File: src/rtl/tsc_sig_acc.sv
module tsc_sig_acc #(
  parameter int CNT_W   = 4,
  parameter int TS_W    = 16,
  parameter int ADDR_W  = 12,
  parameter int SIG_W   = 16,
  parameter int TOK_MAX = 8
) (
  input  logic              clk,
  input  logic              rst_n,
  input  logic              snd_v,
  input  logic [CNT_W-1:0]  snd_cnt,
  input  logic [TS_W-1:0]   snd_stamp,
  input  logic [ADDR_W-1:0] snd_addr,
  input  logic              rcv_v,
  input  logic [CNT_W-1:0]  rcv_cnt,
  input  logic [TS_W-1:0]   rcv_ts,
  input  logic [ADDR_W-1:0] rcv_addr,
  input  logic              rcv_old,
  input  logic [CNT_W-1:0]  rcv_held,
  input  logic              grace_open,
  input  logic              roll,
  output logic [SIG_W-1:0]  old_tok,
  output logic [SIG_W-1:0]  old_adr,
  output logic              late,
  output logic              over
);
  logic [SIG_W-1:0] st, sa, rt, ra, dtok, dadr;
  logic [SIG_W-1:0] cur_tok_q, cur_tok_d, cur_adr_q, cur_adr_d;
  logic [SIG_W-1:0] old_tok_q, old_tok_d, old_adr_q, old_adr_d;
  logic             old_in, cur_en, old_en, late_d, over_d;
  logic [CNT_W:0]   fill;

  always_comb begin
    // Weighted terms, reduced modulo 2^SIG_W by operand sizing.
    st = SIG_W'(snd_cnt) * SIG_W'(snd_stamp);
    sa = SIG_W'(snd_addr) * SIG_W'(snd_cnt);
    rt = SIG_W'(rcv_cnt) * SIG_W'(rcv_ts);
    ra = SIG_W'(rcv_addr) * SIG_W'(rcv_cnt);

    dtok = '0;
    dadr = '0;
    if (snd_v) begin
      dtok = dtok - st;
      dadr = dadr - sa;
    end
    if (rcv_v && !rcv_old) begin
      dtok = dtok + rt;
      dadr = dadr + ra;
    end

    old_in = rcv_v && rcv_old && grace_open;
    if (roll) begin
      old_tok_d = cur_tok_q + dtok;
      old_adr_d = cur_adr_q + dadr;
      cur_tok_d = '0;
      cur_adr_d = '0;
    end else begin
      cur_tok_d = cur_tok_q + dtok;
      cur_adr_d = cur_adr_q + dadr;
      old_tok_d = old_in ? (old_tok_q + rt) : old_tok_q;
      old_adr_d = old_in ? (old_adr_q + ra) : old_adr_q;
    end
    cur_en = roll | snd_v | rcv_v;
    old_en = roll | old_in;

    late_d = rcv_v && rcv_old && !grace_open;
    fill   = {1'b0, rcv_held} + {1'b0, rcv_cnt};
    over_d = rcv_v && (fill > (CNT_W+1)'(TOK_MAX));
  end

  always_ff @(posedge clk or negedge rst_n) begin
    if (!rst_n) begin
      cur_tok_q <= '0;
      cur_adr_q <= '0;
    end else if (cur_en) begin
      cur_tok_q <= cur_tok_d;
      cur_adr_q <= cur_adr_d;
    end
  end

  always_ff @(posedge clk or negedge rst_n) begin
    if (!rst_n) begin
      old_tok_q <= '0;
      old_adr_q <= '0;
    end else if (old_en) begin
      old_tok_q <= old_tok_d;
      old_adr_q <= old_adr_d;
    end
  end

  always_ff @(posedge clk or negedge rst_n) begin
    if (!rst_n) begin
      late <= 1'b0;
      over <= 1'b0;
    end else begin
      late <= late_d;
      over <= over_d;
    end
  end

  assign old_tok = old_tok_q;
  assign old_adr = old_adr_q;
endmodule

File: config.mk
export PLATFORM = sky130hd
export DESIGN_NAME = tsc_sig_acc
export DESIGN_NICKNAME = d
export VERILOG_FILES = /design/src/rtl/tsc_sig_acc.sv
export SDC_FILE = /design/constraint.sdc
export NUM_CORES = 1
export LEC_CHECK = 0
export ABC_CLOCK_PERIOD_IN_PS = 3590
export CORE_ASPECT_RATIO = 0.9
export CORE_MARGIN = 3
export CORE_UTILIZATION = 42
export CTS_CLUSTER_SIZE = 12
export DETAILED_ROUTE_END_ITERATION = 6
export DONT_BUFFER_PORTS = 1
export GPL_TIMING_DRIVEN = 1
export MAX_ROUTING_LAYER = met4
export PLACE_DENSITY = 0.61
export SYNTH_ARGS = -nofsm -noshare
export SYNTH_HDL_FRONTEND = slang
export SYNTH_SLANG_ARGS = --single-unit
File: constraint.sdc
create_clock -name clk -period 3.59 [get_ports clk]
set_input_delay 1.077 -clock clk [delete_from_list [all_inputs] [get_ports clk]]
set_output_delay 1.077 -clock clk [all_outputs]
set_load 0.02 [all_outputs]
Yosys cells after proc, flatten, opt, wreduce, memory -nomap -nowiden:

Index checks and enable logic that the tools add are counted.

* RAM bits: 0
* memories kept: 0
* register bits: 66
* memory bits (read-only): 0
* word-level logic and storage cells: 42
* input bits: 75
* bits in latches: 0

* $add $sub $neg: 9
* equal/unequal tests: 0
* reductions and logical operators: 9
* order comparisons: 1
* shifts and indexed selects: 0
* div/mod/pow operators: 0
* multipliers: 4
* bitwise operators: 3
* muxes and demuxes: 10

Operators with widths (count)
* 16-bit 2-to-1 mux: 10
* 16-bit adder: 6
* 12-bit by 4-bit multiplier with 16-bit output: 2
* 4-bit by 16-bit multiplier with 16-bit output: 2
* 1-bit by 16-bit subtractor with 16-bit output (first input constant): 2
* 4-bit by 4-bit adder with 5-bit output: 1
* 5-bit by 4-bit > comparator with 1-bit output (second input constant): 1
* 1-bit logical AND: 5
* 1-bit bitwise OR: 3
* 1-bit zero test: 2
* 2-bit AND reduction: 1
* 2-bit nonzero test: 1

Logic depth before layout (Yosys ltp):

Gate-level depths: netlist of run 1.

* word-level depth: 7
* gate-level depth with buffers: 35
* depth with buffers taken out: 33

Least setup slack after synthesis of run 1:

OpenSTA, ideal clock, no wires.

* path type: input to register
* start: input snd_cnt[1]
* end: register old_adr_q[15] (netlist: old_adr[15])
* arrival: 6.904 ns
* path buffers: 2
* stages on the path: 31
* path slack: -3.453 ns
* library setup time: 0.139 ns
* cell sequence: clkbuf_1 clkbuf_1 nand2_1 fa_1 fa_1 ha_1 ha_1 nor2b_1 o21ai_1 a21oi_1 o21ai_1 nand2b_1 a21o_1 a21oi_1 xnor2_1 and2_1 ha_1 and3_1 a21oi_1 o211ai_1 a31oi_1 xnor2_1 mux2_2 ha_1 or3_1 a211oi_1 nor3_1 xor2_1 xnor2_1 xnor2_1 mux2i_1

* cells in the longest elaborated chain, start to end: 7

Ends and longest elaborated chain
* start: declaration: RTL line 11 `input logic [CNT_W-1:0] snd_cnt,`
* 12-bit by 4-bit multiplier with 16-bit output (*): RTL line 36 `sa = SIG_W'(snd_addr) * SIG_W'(snd_cnt);`
* 1-bit by 16-bit subtractor with 16-bit output (*): RTL line 44 `dadr = dadr - sa;`
* 16-bit 2-to-1 mux (*): RTL line 42 `if (snd_v) begin`
* 16-bit adder: RTL line 48 `dadr = dadr + ra;`
* 16-bit 2-to-1 mux (*): RTL line 46 `if (rcv_v && !rcv_old) begin`
* 16-bit adder (*): RTL line 54 `old_adr_d = cur_adr_q + dadr;`
* 16-bit 2-to-1 mux (*): RTL line 52 `if (roll) begin`
* end signal: assignment: RTL line 87 `old_adr_q <= old_adr_d;`
* end: declaration: RTL line 29 `logic [SIG_W-1:0] old_tok_q, old_tok_d, old_adr_q, old_adr_d;`

Every way passes the cells marked *; elsewhere a longest branch is shown, timed or not.
A chain may end at the register's enable or synchronous reset.

Worst setup path after layout of run 1:

* start: input snd_addr[3]
* end: register cur_adr_q[15]

* cells in the longest elaborated chain, start to end: 7

Ends and longest elaborated chain
* start: declaration: RTL line 13 `input logic [ADDR_W-1:0] snd_addr,`
* 12-bit by 4-bit multiplier with 16-bit output (*): RTL line 36
* 1-bit by 16-bit subtractor with 16-bit output (*): RTL line 44
* 16-bit 2-to-1 mux (*): RTL line 42
* 16-bit adder: RTL line 48
* 16-bit 2-to-1 mux (*): RTL line 46
* 16-bit adder (*): RTL line 59 `cur_adr_d = cur_adr_q + dadr;`
* 16-bit 2-to-1 mux (*): RTL line 52
* end signal: assignment: RTL line 77 `cur_adr_q <= cur_adr_d;`
* end: declaration: RTL line 28 `logic [SIG_W-1:0] cur_tok_q, cur_tok_d, cur_adr_q, cur_adr_d;`

Marks and branches as above.

==> reports/qor.txt, run 1 <==
Synth Area in Compound Gates: 17.23%
setup ws final: -2693 ps
gpl congestion: 0.9062
Synth Instances: 1634
hpwl dp: 28570 µm
main combinational cell family by area after synthesis: adder cells
post-route cell area: 18790 µm²
RSZ-0062 raised after global routing: true
vias: 12510
clock buffer count from CTS: 9
Setup Skew: 12.62 ps
number of global-route vias before repair: 13010
crit path max fanout: 4
syn_nets: 2002
Final period util: 175.0%
layout cell share with drive strength beyond 1: 35.16%
Final setup viols: 53
global route overflow: 0
Max IR drop VDD: 538.5 µV
number of synthesized register bits: 66
Post-synth EDFFs: 0
Reg-to-Reg End: old_tok[14]$_DFFE_PN0P_
Area after DPL: 16410 µm²
port buffer count: 0
TritonCTS clock tree: yes
CTS H-tree lvls: 3
final-report hold violation count: 0
clk slew on worst S/H paths: 60 ps
syn avg cell area: 8.071 µm²
CP arrival: 6470 ps
failing checks: setup timing
multiplexer area fraction after synthesis: 1.660%
DR DRC count: 0
root buffer cell: clkbuf_16
All-Layer GR Usage: 22.53%
routed length per placed instance: 15.86 µm
Ports: 109
P per Cell Area: 956.5 nW/µm²
Critical Path RT: 3770 ps
async set or reset register ratio after synthesis: 100.0%
largest net degree at the start of global routing: 67
Max-cap violations: 0
reg2reg setup slack: 420 ps
Area Overhead vs Synth: 42.49%
Synth Warn #: 0
Final Max Tran Viols: 0
Slew @ Worst Pin: 1231 ps
f_max: 159.2 MHz
Vias/cell: 5.307
drt pass-1 iters: 4
initial antenna violation count: 0
ANT nets after route: 0
cts hold-fix bufs: 0
Simple-Gate Fraction of Synth Area: 19.98%
Post-Syn Area: 13190 µm²
leak pwr: 9.118 nW
Ant. Diodes: 0
critical path launch point type: primary input
Rows: 60
CP Capture Type: register
FF-to-FF path depth: 12
WS Path Type: primary input to register
synth unique cells: 60
initial core utilization: 43.37%
Die W: 192.8 µm
nets@finish: 2317
Worst-Skew Late Latency: 340 ps
sequential area share after synthesis: 12.52%
Reg-to-Reg Start: old_tok[0]$_DFFE_PN0P_
area of the core: 30400 µm²
Synth Area in Adders: 33.32%
Worst Hold Class: primary input to async pin
commonest non-fill, non-tap cell in the layout: buf_4
Post-Route WL: 37380 µm
DRT iter0 DRCs: 475
status: complete, but fails checks
most frequent cells in the layout: buf_4, nand2_1, inv_1
Fillers: 2534
clock buffer depth: 2
Tmin final: 6283 ps
clk sinks: 66
Die Span Y: 174.1 µm
slew margin rel.: 17.87%
global-route wire length before repair: 61070 µm
predominant post-synthesis flop cell: dfrtp_1
Synth Area in XOR/XNOR: 9.042%
final core utilization: 61.80%
die area: 33560 µm²
-- timing repair --
item / 4_1_cts / 5_1_grt
pin swaps: 134 / 128
setup buffers: 36 / 35
endpoints found under the setup margin: 55 / 56
gates cloned: 0 / 0
resized for setup: 183 / 151
-- flip-flops by register name, summed over array words and instances (netlist names) --
name and count:
old_tok 16, over 1, cur_tok_q 16, old_adr 16, late 1, cur_adr_q 16
-- how the worst max path moves through the flow --
stage,cells past startpoint,start,endpoint,slack (ps)
after CTS,30,snd_addr[3],old_adr[15]$_DFFE_PN0P_,-2670
after detailed placement,29,snd_cnt[3],cur_adr_q[15]$_DFFE_PN0P_,-3070
final,28,snd_addr[3],cur_adr_q[15]$_DFFE_PN0P_,-2690
after global routing,31,rcv_addr[1],old_adr[15]$_DFFE_PN0P_,-2970
after floorplan,30,rcv_cnt[1],old_adr[15]$_DFFE_PN0P_,-2960
after global placement,31,rcv_ts[3],cur_tok_q[15]$_DFFE_PN0P_,-3000
-- through the flow --
| step | std cells | setup TNS (ps) | hold slack [ps] | setup WS (ps) | power [mW] |
|---|---|---|---|---|---|
| 2_1_floorplan | 1634 | -96650 | 452.6 | -2960 | 9.114 |
| 6_report | 2357 | -87480 | 423.6 | -2693 | 17.97 |
| 3_3_place_gp | 2294 | -107770 | 469.7 | -3002 | 13.24 |
| 5_1_grt | 2357 | -96490 | 410.8 | -2970 | 19.49 |
| 4_1_cts | 2336 | -82980 | 417.4 | -2666 | 16.48 |
| 3_5_place_dp | 2294 | -109720 | 474.8 | -3073 | 13.48 |
-- kinds of logic (layout without fill, tap and decap cells) --
kind of cell,after synthesis,after routing
flops,66,66
xor+xnor,132,132
compound gates,352,352
simple gates,552,552
fa+ha+maj,293,293
mux,21,21
buf+inv,218,538
-- area by class of cell --
cell class	instances	area, µm²	area share, %
inverters	171	646.9	3.443
well taps	403	504.2	2.683
clock buffers	12	256.5	1.365
multi-input cells	1350	12830	68.29
flip-flops and latches	66	1652	8.789
clock inverters	4	73.82	0.3929
repair buffers	351	2826	15.04
-- power by group --
group	internal (mW)	switching (mW)	total, mW
Combinational	8.35	7.02	15.4
Clock	0.647	0.369	1.02
Sequential	1.04	0.541	1.58
-- cells in the mapped netlist (all sizes together) (5+ instances only) --
| cell | instances | area share, % |
|---|---|---|
| a22o | 21 | 1.4 |
| nor2b | 15 | 0.71 |
| a21o | 33 | 1.9 |
| mux2i | 14 | 1.1 |
| nand3 | 26 | 0.99 |
| ha | 196 | 19 |
| and2 | 115 | 5.5 |
| a21oi | 86 | 3.3 |
| a31oi | 11 | 0.52 |
| o21ai | 94 | 3.6 |
| clkbuf | 42 | 1.2 |
| inv | 170 | 4.8 |
| o41ai | 9 | 0.83 |
| buf | 5 | 0.18 |
| nor2 | 96 | 2.8 |
| fa | 97 | 15 |
| o21a | 14 | 0.80 |
| and3 | 17 | 0.81 |
| nand2 | 206 | 5.9 |
| o211ai | 13 | 0.74 |
| nand2b | 12 | 0.57 |
| o31ai | 13 | 0.74 |
| or3 | 9 | 0.43 |
| xnor2 | 80 | 5.4 |
| o21bai | 16 | 0.91 |
| nor3 | 42 | 1.6 |
| mux2 | 7 | 0.60 |
| a211oi | 19 | 1.1 |
| dfrtp | 66 | 13 |
| xor2 | 50 | 3.3 |
-- per-layer routing --
layer / part of all wire [%] / vias up / track usage, %
met4: 1.8 / 0 / 4.340
met1: 42 / 6135 / 25.90
met2: 53 / 165 / 41.22
met5: 0 / - / -
met3: 3.1 / 53 / 3.670
li1: - / 6156 / -
-- critical path, stage by stage --
cell	delay, ps
nand2_8	30
fa_1	560
fa_1	460
ha_4	290
ha_4	190
nor2b_4	130
o21ai_2	140
a21oi_2	80
o21ai_1	130
nand2b_1	80
a21o_1	220
a21oi_2	180
xnor2_2	80
and2_4	170
ha_4	160
nor3_1	210
o211ai_1	180
a41o_1	240
xor2_1	140
mux2_4	270
ha_4	160
or3_4	370
a211oi_2	170
nor3_2	70
xor2_1	170
xnor2_1	140
xnor2_1	240
o21ai_1	90
Power figures use the tool's default switching activity.
==> inputs of run 2 (changes only) <==
--- a/config.mk
+++ b/config.mk
@@ -5,7 +5,7 @@
 export SDC_FILE = /design/constraint.sdc
 export NUM_CORES = 1
 export LEC_CHECK = 0
-export ABC_CLOCK_PERIOD_IN_PS = 3590
+export ABC_CLOCK_PERIOD_IN_PS = 7300
 export CORE_ASPECT_RATIO = 0.9
 export CORE_MARGIN = 3
 export CORE_UTILIZATION = 42
==> constraint.sdc (replaced) <==
create_clock -name clk -period 7.3 [get_ports clk]
set_input_delay 2.19 -clock clk [delete_from_list [all_inputs] [get_ports clk]]
set_output_delay 2.19 -clock clk [all_outputs]
set_load 0.02 [all_outputs]
==> reports/qor.txt, run 2 (synthesis results as in run 1) <==
final-report hold violation count: 0 (unchanged)
Post-Route WL: 33480 µm (was 37380 µm)
final core utilization: 52.74% (was 61.80%)
CP max-delay cell: fa_1 (unchanged)
hpwl dp: 27190 µm (was 28570 µm)
port buffer count: 0 (unchanged)
WS Path Type: primary input to register (unchanged)
largest net degree at the start of global routing: 67 (unchanged)
vias: 11710 (was 12510)
Tmin final: 7294 ps
root buffer cell: clkbuf_16 (unchanged)
most frequent cells in the layout: nand2_1, buf_4, ha_1 (was buf_4, nand2_1, inv_1)
drt pass-1 iters: 5 (was 4)
DRT iter0 DRCs: 464 (was 475)
Final setup viols: 0 (was 53)
CP top delay family: adder cells (unchanged)
f_max: 137.1 MHz
Die W: 192.8 µm (unchanged)
initial antenna violation count: 0 (unchanged)
Setup Skew: 6.529 ps (was 12.62 ps)
clock buffer depth: 2 (unchanged)
Fillers: 2864 (was 2534)
Ant. Diodes: 0 (unchanged)
clock buffer count from CTS: 9 (unchanged)
Ports: 109 (unchanged)
slew margin rel.: 21.71% (was 17.87%)
global route overflow: 0 (unchanged)
TritonCTS clock tree: yes (unchanged)
Max-cap violations: 0 (unchanged)
CP arrival: 7480 ps (was 6470 ps)
ANT nets after route: 0 (unchanged)
leak pwr: 7.996 nW (was 9.118 nW)
WHS: 491.8 ps (was 423.6 ps)
Area Overhead vs Synth: 21.59% (was 42.49%)
clk slew on worst S/H paths: 50 ps (was 60 ps)
global-route wire length before repair: 56080 µm (was 61070 µm)
routed length per placed instance: 15.16 µm (was 15.86 µm)
RSZ-0062 raised after global routing: true (unchanged)
Vias/cell: 5.301 (was 5.307)
Worst Hold Class: register to register (was primary input to async pin)
status: finished, final reports clean (was complete, but fails checks)
P per Cell Area: 432.9 nW/µm² (was 956.5 nW/µm²)
nets@finish: 2168 (was 2317)
CTS H-tree lvls: 3 (unchanged)
Worst-Skew Late Latency: 340 ps (about the same)
layout cell share with drive strength beyond 1: 19.22% (was 35.16%)
buffers plus inverters on the worst setup path: 0 (unchanged)
Slew @ Worst Pin: 1173 ps (was 1231 ps)
Max IR drop VDD: 247.8 µV (was 538.5 µV)
slowest stage delay, CP: 560 ps (about the same)
crit path max fanout: 25 (was 4)
clk sinks: 66 (unchanged)
gpl congestion: 0.8811 (was 0.9062)
Critical Path RT: 7490 ps (was 3770 ps)
CP most frequent cell: ha_4 (unchanged)
All-Layer GR Usage: 20.59% (was 22.53%)
CP Capture Type: register (unchanged)
die area: 33560 µm² (unchanged)
Final Max Tran Viols: 0 (unchanged)
initial core utilization: 43.37% (unchanged)
area of the core: 30400 µm² (unchanged)
Rows: 60 (unchanged)
Final Total Pwr: 6.942 mW (was 17.97 mW)
critical path launch point type: primary input (unchanged)
Die Span Y: 174.1 µm (unchanged)
Final period util: 99.91%
number of global-route vias before repair: 11870 (was 13010)
DR DRC count: 0 (unchanged)
cts hold-fix bufs: 0 (unchanged)
==> run 2: timing repair <==
item / in CTS / in global routing
setup buffers: 10 / 6
gates resized for setup: 31 / 48
pin swaps: 12 / 23
endpoints found under the setup margin: 4 / 12
==> run 2: layout make-up <==
class,instances,area [µm²],share of cell area (%)
multi-input cells,1350,11450,71.40
flip-flops and latches,66,1652,10.30
inverters,171,641.9,4.003
well taps,403,504.2,3.145
repair buffers,202,1524,9.504
clock inverters,3,15.01,0.09363
clock buffers,13,250.2,1.561
==> run 2: metrics by stage <==
stage               TNS, ps  instances  instance area, µm²  setup WS, ps
global placement      -3344       2176               15260        -434.5
CTS                       0       2202               15740        0.7914
detailed placement    -3771       2176               15260        -491.5
finish                    0       2208               16040         6.295
floorplan             -1432       1634               13580        -362.7
global route          -1033       2208               16040        -242.4
==> run 2: routing by layer <==
| layer | global-route usage, % | up-vias | share of wire [%] |
|---|---|---|---|
| met5 | - | - | 0 |
| met4 | 4.552 | 0 | 2.5 |
| met3 | 3.791 | 45 | 4.0 |
| met2 | 36.70 | 141 | 51 |
| met1 | 23.97 | 5635 | 42 |
| li1 | - | 5884 | - |
==> run 2: tightest hold or removal path, stage by stage (launching register included) <==
cell and delay [ps]:
dfrtp_1 340, nand2_1 50, o21ai_0 60
==> run 2: path summary, 6_finish.rpt <==
kind / from / endpoint / slack [ps] / depth (start not counted)
worst max-delay path: snd_cnt[3] / cur_adr_q[15]$_DFFE_PN0P_ / 6 / 29
worst min-delay path: cur_tok_q[0]$_DFFE_PN0P_ / cur_tok_q[0]$_DFFE_PN0P_ / 490 / 2
worst max register to register: old_tok[0]$_DFFE_PN0P_ / old_tok[14]$_DFFE_PN0P_ / 4130 / 12
worst min register to register: cur_tok_q[0]$_DFFE_PN0P_ / cur_tok_q[0]$_DFFE_PN0P_ / 490 / 2
max in group asynchronous: rst_n / cur_adr_q[13]$_DFFE_PN0P_ / 5600 / 0
min in group asynchronous: rst_n / cur_tok_q[6]$_DFFE_PN0P_ / 1540 / 0
==> run 2: power by group <==
| group | leakage, nW | internal (mW) | total [mW] | switching (mW) |
|---|---|---|---|---|
| clock | 0.133 | 0.238 | 0.406 | 0.168 |
| combinational | 7.02 | 3.00 | 5.76 | 2.76 |
| sequential | 0.843 | 0.513 | 0.773 | 0.260 |
| total | 8.00 | 3.76 | 6.94 | 3.19 |
==> inputs of run 3 (changes only) <==
--- a/config.mk
+++ b/config.mk
@@ -7,7 +7,7 @@
 export LEC_CHECK = 0
 export ABC_CLOCK_PERIOD_IN_PS = 7300
 export CORE_ASPECT_RATIO = 0.9
-export CORE_MARGIN = 3
+export CORE_MARGIN = 2
 export CORE_UTILIZATION = 42
 export CTS_CLUSTER_SIZE = 12
 export DETAILED_ROUTE_END_ITERATION = 6
==> reports/qor.txt, run 3 (synthesis results as in run 1) <==
hpwl dp: 26880 µm (was 27190 µm)
global route overflow: 0 (unchanged)
clk slew on worst S/H paths: 60 ps (was 50 ps)
Area after DPL: 15180 µm² (was 15260 µm²)
dpl cells: 2171 (was 2176)
most frequent cells in the layout: nand2_1, buf_4, ha_1 (unchanged)
failing checks: setup timing
crit path max fanout: 25 (unchanged)
non-filler cells, final: 2199 (was 2208)
P per Cell Area: 429.0 nW/µm² (was 432.9 nW/µm²)
nets@finish: 2153 (was 2168)
TritonCTS clock tree: yes (unchanged)
Setup Skew: 5.372 ps (was 6.529 ps)
largest net degree at the start of global routing: 67 (unchanged)
Worst Setup EP: old_tok[15]$_DFFE_PN0P_ (was cur_adr_q[15]$_DFFE_PN0P_)
global-route wire length before repair: 54340 µm (was 56080 µm)
CP Capture Type: register (unchanged)
DRT iter0 DRCs: 505 (was 464)
Slew @ Worst Pin: 1041 ps (was 1173 ps)
cts hold-fix bufs: 0 (unchanged)
clock buffer count from CTS: 9 (unchanged)
hold path start: cur_tok_q[2]$_DFFE_PN0P_ (was cur_tok_q[0]$_DFFE_PN0P_)
Final Total Pwr: 6.919 mW (was 6.942 mW)
root buffer cell: clkbuf_16 (unchanged)
Max-cap violations: 0 (unchanged)
Ports: 109 (unchanged)
Die W: 190.8 µm (was 192.8 µm)
status: complete, but fails checks (was finished, final reports clean)
All-Layer GR Usage: 20.80% (was 20.59%)
CTS H-tree lvls: 3 (unchanged)
leak pwr: 7.943 nW (was 7.996 nW)
Worst-Skew Late Latency: 340 ps (about the same)
launch point of the worst path: snd_cnt[3] (unchanged)
Critical Path RT: 7500 ps (was 7490 ps)
clock buffer depth: 2 (unchanged)
M1 WL: 13850 µm (was 14150 µm)
critical path launch point type: primary input (unchanged)
CP arrival: 7560 ps (was 7480 ps)
gpl congestion: 0.8623 (was 0.8811)
f_max: 135.8 MHz (was 137.1 MHz)
ANT nets after route: 0 (unchanged)
Ant. Diodes: 0 (unchanged)
routed length on met3: 1222 µm (was 1329 µm)
post-route cell area: 16130 µm² (was 16040 µm²)
routed length per placed instance: 14.95 µm (was 15.16 µm)
die area: 32840 µm² (was 33560 µm²)
final-report hold violation count: 0 (unchanged)
Final setup viols: 2 (was 0)
Tmin final: 7362 ps (was 7294 ps)
FF-to-FF path depth: 12 (unchanged)
vias: 11620 (was 11710)
met2 WL: 17120 µm (was 17150 µm)
Reg-to-Reg Start: old_tok[0]$_DFFE_PN0P_ (unchanged)
Reg-to-Reg End: old_tok[14]$_DFFE_PN0P_ (unchanged)
Max IR drop VDD: 204.9 µV (was 247.8 µV)
RSZ-0062 raised after global routing: true (unchanged)
initial antenna violation count: 0 (unchanged)
port buffer count: 0 (unchanged)
commonest non-fill, non-tap cell in the layout: nand2_1
layout cell share with drive strength beyond 1: 19.44% (was 19.22%)
slew margin rel.: 30.52% (was 21.71%)
area of the core: 30910 µm² (was 30400 µm²)
top sig layer: met4 (unchanged)
Die Span Y: 172.1 µm (was 174.1 µm)
Min-Delay Path Depth: 2 (unchanged)
Worst Hold Class: register to register (unchanged)
reg2reg setup slack: 4080 ps (was 4130 ps)
initial core utilization: 42.66% (was 43.37%)
Final period util: 100.8% (was 99.91%)
Post-Route WL: 32870 µm (was 33480 µm)
Vias/cell: 5.284 (was 5.301)
Final Max Tran Viols: 0 (unchanged)
Rows: 61 (was 60)
setup ws final: -61.87 ps (was 6.295 ps)
clk sinks: 66 (unchanged)
Area Overhead vs Synth: 22.30% (was 21.59%)
number of global-route vias before repair: 11530 (was 11870)
DR DRC count: 0 (unchanged)
final core utilization: 52.18% (was 52.74%)
drt pass-1 iters: 5 (unchanged)
WS Path Type: primary input to register (unchanged)
Post-Route Setup TNS: -109.1 ps (was 0 ps)
-- run 3: how the worst min path moves through the flow --
stage | to
floorplan | cur_adr_q[2]$_DFFE_PN0P_
global placement | cur_tok_q[2]$_DFFE_PN0P_
detailed placement | cur_tok_q[2]$_DFFE_PN0P_
CTS | cur_tok_q[2]$_DFFE_PN0P_
global route | cur_tok_q[2]$_DFFE_PN0P_
finish | cur_tok_q[2]$_DFFE_PN0P_
-- run 3: report_power, final --
| part | total (mW) | switching, mW | leakage [nW] | internal, mW |
|---|---|---|---|---|
| sequential | 0.773 | 0.260 | 0.843 | 0.513 |
| combinational | 5.71 | 2.76 | 6.96 | 2.95 |
| clock | 0.433 | 0.171 | 0.142 | 0.262 |
-- run 3: per-layer routing --
layer  up-vias  global-route usage [%]
li1       5860                       -
met1      5613                   23.69
met2       105                   38.04
met3        42                   3.755
met4         0                   4.550
met5         -                       -
-- run 3: final cells by class --
| cell class | instances | area (µm²) |
|---|---|---|
| inverter | 171 | 644.4 |
| clock inverter | 6 | 57.56 |
| sequential | 66 | 1652 |
| timing repair buffer | 187 | 1415 |
| clock buffer | 10 | 229.0 |
| fill | 2900 | 14780 |
| multi-input combinational | 1350 | 11620 |
| tap | 409 | 511.7 |
-- run 3: what timing repair did --
action,CTS,global route
setup buffers,1,12
pin swaps,7,62
endpoints found under the setup margin,5,14
gates resized for setup,24,83
gates cloned,0,0
-- run 3: stage by stage --
stage | hold WS, ps | setup WS [ps]
after global placement | 465.7 | -376.4
after global routing | 517.7 | -292.9
after CTS | 490.9 | -1.452
final | 491.2 | -61.87
after detailed placement | 478.2 | -470.7
after floorplan | 455.1 | -362.7
-- run 3: worst max-delay path, stage by stage --
cell and delay (ps):
nand2_4 40, fa_1 540, fa_1 450, ha_4 290
ha_4 190, nor2b_4 120, o21a_1 200, o21ai_2 180
nand2b_1 90, a21oi_2 130, xnor2_1 80, and2_4 140
ha_4 290, nand3_4 70, o31ai_4 280, nor4_2 90
buf_4 150, buf_4 130, o41ai_4 330, xor2_1 110
mux2_4 280, ha_4 160, a21o_1 170, a31oi_2 170
xor3_1 370, xor2_2 190, mux2i_1 90
